--- src/rtl/xidx_addr_gen.sv ---
module xidx_addr_gen #(
  parameter int ADDR_W  = 20,
  parameter int WORD_W  = 16,
  parameter int SRC_LSB = 7,
  parameter int DST_LSB = 0
) (
  input  logic              clk,
  input  logic              rst,
  input  logic              word_valid,
  output logic              word_ready,
  input  logic [WORD_W-1:0] word_data,
  input  logic              src_is_idx,
  input  logic              dst_is_idx,
  input  logic [ADDR_W-1:0] src_base,
  input  logic [ADDR_W-1:0] dst_base,
  output logic [ADDR_W-1:0] src_addr,
  output logic              src_addr_valid,
  output logic [ADDR_W-1:0] dst_addr,
  output logic              dst_addr_valid,
  output logic [2:0]        instr_words,
  output logic              instr_done
);
  localparam int HI_W = ADDR_W - WORD_W;

  typedef enum logic [1:0] {ST_EXT, ST_OP, ST_SRC, ST_DST} st_t;

  st_t             st;
  logic [HI_W-1:0] src_hi, dst_hi;
  logic            dst_pend, src_used;

  wire take = word_valid & word_ready;
  assign word_ready = ~rst;

  wire [ADDR_W-1:0] src_idx = {src_hi, word_data};
  wire [ADDR_W-1:0] dst_idx = {dst_hi, word_data};

  always_ff @(posedge clk) begin
    if (rst) begin
      st             <= ST_EXT;
      src_hi         <= '0;
      dst_hi         <= '0;
      dst_pend       <= 1'b0;
      src_used       <= 1'b0;
      src_addr       <= '0;
      dst_addr       <= '0;
      src_addr_valid <= 1'b0;
      dst_addr_valid <= 1'b0;
      instr_words    <= '0;
      instr_done     <= 1'b0;
    end else begin
      src_addr_valid <= 1'b0;
      dst_addr_valid <= 1'b0;
      instr_done     <= 1'b0;
      if (take) begin
        unique case (st)
          ST_EXT: begin
            src_hi <= word_data[SRC_LSB +: HI_W];
            dst_hi <= word_data[DST_LSB +: HI_W];
            st     <= ST_OP;
          end
          ST_OP: begin
            dst_pend <= dst_is_idx;
            src_used <= src_is_idx;
            if (src_is_idx) st <= ST_SRC;
            else if (dst_is_idx) st <= ST_DST;
            else begin
              st          <= ST_EXT;
              instr_words <= 3'd2;
              instr_done  <= 1'b1;
            end
          end
          ST_SRC: begin
            src_addr       <= src_base + src_idx;
            src_addr_valid <= 1'b1;
            if (dst_pend) st <= ST_DST;
            else begin
              st          <= ST_EXT;
              instr_words <= 3'd3;
              instr_done  <= 1'b1;
            end
          end
          ST_DST: begin
            dst_addr       <= dst_base + dst_idx;
            dst_addr_valid <= 1'b1;
            st             <= ST_EXT;
            instr_words    <= src_used ? 3'd4 : 3'd3;
            instr_done     <= 1'b1;
          end
          default: st <= ST_EXT;
        endcase
      end
    end
  end

  p_src_pulse_r4: assert property (@(posedge clk) disable iff (rst)
    src_addr_valid |=> !src_addr_valid);
  p_dst_pulse_r4: assert property (@(posedge clk) disable iff (rst)
    dst_addr_valid |=> !dst_addr_valid);
  p_src_after_word_r8: assert property (@(posedge clk) disable iff (rst)
    src_addr_valid |-> $past(word_valid && word_ready));
  p_dst_after_word_r8: assert property (@(posedge clk) disable iff (rst)
    dst_addr_valid |-> $past(word_valid && word_ready));
  p_one_addr_per_word_r3: assert property (@(posedge clk) disable iff (rst)
    !(src_addr_valid && dst_addr_valid));
  p_len_legal_r5: assert property (@(posedge clk) disable iff (rst)
    instr_done |-> (instr_words >= 3'd2 && instr_words <= 3'd4));
  p_four_ends_dst_r5: assert property (@(posedge clk) disable iff (rst)
    (instr_done && instr_words == 3'd4) |-> dst_addr_valid);
  p_addr_has_done_r5: assert property (@(posedge clk) disable iff (rst)
    dst_addr_valid |-> instr_done);
  p_reset_clear_r9: assert property (@(posedge clk) disable iff (rst)
    $past(rst) |-> (!src_addr_valid && !dst_addr_valid && !instr_done));
endmodule

--- config.mk ---
export PLATFORM = sky130hd
export DESIGN_NAME = xidx_addr_gen
export DESIGN_NICKNAME = d
export VERILOG_FILES = /design/src/rtl/xidx_addr_gen.sv
export SDC_FILE = /design/constraint.sdc
export NUM_CORES = 1
export LEC_CHECK = 0
export BUFFER_PORTS_ARGS = -buffer_cell sky130_fd_sc_hd__buf_2
export CAP_MARGIN = 30
export CORE_AREA = 5 5 104 106
export CTS_CLUSTER_SIZE = 24
export DETAILED_ROUTE_END_ITERATION = 10
export DIE_AREA = 0 0 109 111
export PLACE_DENSITY = 0.7
export SYNTH_ARGS = -nofsm -noshare
export SYNTH_HDL_FRONTEND = slang
export SYNTH_SLANG_ARGS = --single-unit
--- constraint.sdc ---
create_clock -name clk -period 2.5 [get_ports clk]
set_input_delay 0.375 -clock clk [delete_from_list [all_inputs] [get_ports clk]]
set_output_delay 0.375 -clock clk [all_outputs]
set_load 0.1 [all_outputs]
==> flow_summary.yaml <==
outcome:
  status: "finished, final reports clean"
final_layout:
  nNetsFinal: 677
  fin_util_pct: 48.0
  layout-drive-gt1-share_pct: 25.2
  stdcell_count: 713
  diodes: 0
  area_growth_pct: 23.4
  fillers: 976
detailed_routing:
  vias: 3751
  ant_nets: 0
  vias_per_cell: 5.26
  finalWirelength_mm: 10.7
  post-route-drc-count: 0
  dr.pass1.iters: 4
  drtIter0Drc: 220
  wl_per_cell_um: 15.1
yosys:
  avgSynthCellArea_um2: 8.11
  synthArstFlopShare_pct: 0
  yosysSeqAreaShare_pct: 30.9
  synth_nets: 565
  synth-seq-cells: 58
  synthTopCellsByArea: "dfxtp_1, ha_1, nand3_1"
  synth-warning-count: 0
  synth_edf_count: 0
  synth.most_common_cell: "dfxtp_1"
  synth-main-ff-cell: "dfxtp_1"
  netlist_area_um2: 3760
  synth_top_area_cell: "dfxtp_1"
  ys_types: 52
  netlist.area_leader.share_pct: 30.9
  synth_cells: 464
  synth_common_cells: "dfxtp_1, nand2_1, nand3_1, o21ai_0, a21oi_1"
floorplan:
  die_w_um: 109
  num_rows: 36
  initial_core_util_pct: 38.9
  die_y_um: 111
  core_area_um2: 9680
  die_area_um2: 12100
  io_pins: 108
cts:
  cts_hold_buf: 0
  cts_buffers: 9
  cts_tree: "done"
  cts.path.max_buffers: 2
  clkSlewWorstSetupHoldPaths_ns: 0.07
  cts_sinks: 58
  clk_latency_ns: 0.34
  cts.htree.levels: 3
  root_buffer: "clkbuf_8"
sta:
  final_hold_viol_count: 0
  post-route-min-period_ns: 2.31
  max-slew-margin-rel_pct: 63.0
  grt_setup_unrepaired: "false"
  worstMarginPinSlew_ns: 0.555
  min_period_over_period_pct: 92.6
  setup_viol: 0
  fmax_mhz: 432
  clock-skew-final_ns: 0.00957
  drv_slew: 0
  fin_ws_ns: 0.186
  finalSetupTns_ns: 0
grt:
  grt_usage_pct: 18.1
  grt_first_pass_wirelength_mm: 17.4
  grt_start_max_net_pins: 52
  antenna_found_initial: 0
  grt_pass1_vias: 3684
  grt-ovfl-total: 0
setup_path:
  critPathMaxStageDelay_ns: 0.44
  arrival_ns: 2.54
  crit_path_start_kind: "input pin"
  cp_cell_sequence: "buf_2 > ha_1 > fa_1 > a21oi_1 > o21ai_2 > a2111oi_0 > a2bb2oi_1 > buf_4 > xnor2_1 > o21ai_1"
  rrSetupSlack_ns: 0.76
  r2r_cells: 6
  path_depth: 10
  crit_buf_inv: 2
  regToRegEndpoint: "src_addr[19]"
  path_class: "in -> reg"
  reg2reg_from: "src_hi[0]"
  cp_top_family: "compound AO/OA/AOI/OAI gates"
  cpMaxStageDelayCell: "a2111oi_0"
  cp.required_ns: 2.73
  worst_setup_path_end_kind: "flop"
  cp_max_fo: 2
min_path:
  whs_endpoint: "instr_words[0]"
  hold_path.class: "in -> reg"
  min-delay-start: "rst"
  whs_path_depth: 2
placed_design:
  gp_congestion: 0.874
  preCtsSetupSlack_ns: -0.193
  place_hpwl_mm: 8.51
  port_buffers: 107
  dp.cells: 697
power_and_ir_drop:
  max-vdd-ir-drop_mv: 0.273
  power_density_nw_per_um2: 519
  leakage_uw: 0.00223
run:
  drv_cap: 0
## power by group
group	internal [uW]	total [uW]	switching [uW]
clock network	347	718	371
registers	946	961	15.0
logic	295	732	437
## repair_timing
action	CTS	global route
setup buffers	0	1
setup endpoints to repair	0	1
gates resized for setup	0	0
## worst register-to-register path, stage by stage (launching register included)
cell and delay, ns:
dfxtp_1 0.33, ha_1 0.34, and3_1 0.18, a21o_1 0.21
a21oi_1 0.15, a21oi_1 0.08, or3_1 0.33
## per-layer routing
layer  up-vias  track usage (%)  wire length (um)
met5         -                0                 0
met2       119             27.4              4740
met4         0             10.7               452
li1       1897                -                 -
met1      1708             23.5              4950
met3        27             3.49               594
## registers in the layout, summed over array words and instances (netlist names)
register and cells:
dst_addr 20, dst_hi 4, instr_done 1, dst_pend 1, dst_addr_valid 1, src_used 1, st 2, src_addr_valid 1
src_hi 4, instr_words 3, src_addr 20
## final cells by class
class	instances	area [um2]	area share, %
Clock buffer	11	131	2.83
Clock inverter	4	20.0	0.431
Multi-Input combinational cell	375	2480	53.4
Sequential cell	58	1160	25.0
Tap cell	133	166	3.58
Inverter	10	37.5	0.808
Timing Repair Buffer	122	648	14.0
## worst max path at each step
stage	slack, ns	from	endpoint
global route	0.03	word_data[0]	src_addr[16]
CTS	0.17	word_data[0]	src_addr[16]
floorplan	0.21	word_data[0]	src_addr[16]
detailed placement	-0.19	word_data[0]	src_addr[16]
global placement	-0.13	word_data[0]	src_addr[16]
finish	0.19	word_data[0]	src_addr[14]
## cell usage in the layout (no fill, tap or decap), types with 6 or more instances in the layout
master    count
a21o_1       15
a21oi_1      39
buf_2       107
buf_4        15
clkbuf_8      9
dfxtp_1      58
ha_1         38
inv_1         9
nand2_1      55
nand3_1      55
nand4_1       6
nor2_1       17
o21ai_0      55
xnor2_1      19
xor2_1       15
## cells by family (layout without fill, tap and decap cells)
kind of cell	after synthesis	count (layout)	synth area share (%)
AND/OR/NAND/NOR	156	156	19.5
AO/OA/AOI/OAI	142	142	23.9
flip-flops	58	58	30.9
adder cells (fa/ha/maj)	40	40	13.7
XOR/XNOR	34	34	7.91
buffers and inverters	31	147	3.26
multiplexers	3	3	0.798
## per-stage QoR
stage          total power, uW  hold WS (ns)  instance area [um2]
2_1_floorplan             1500         0.440                 3760
3_3_place_gp              1690         0.438                 4490
3_5_place_dp              1700         0.450                 4490
4_1_cts                   2430         0.269                 4640
5_1_grt                   2550         0.280                 4640
6_report                  2410         0.292                 4640
Power figures use the tool's default switching activity.
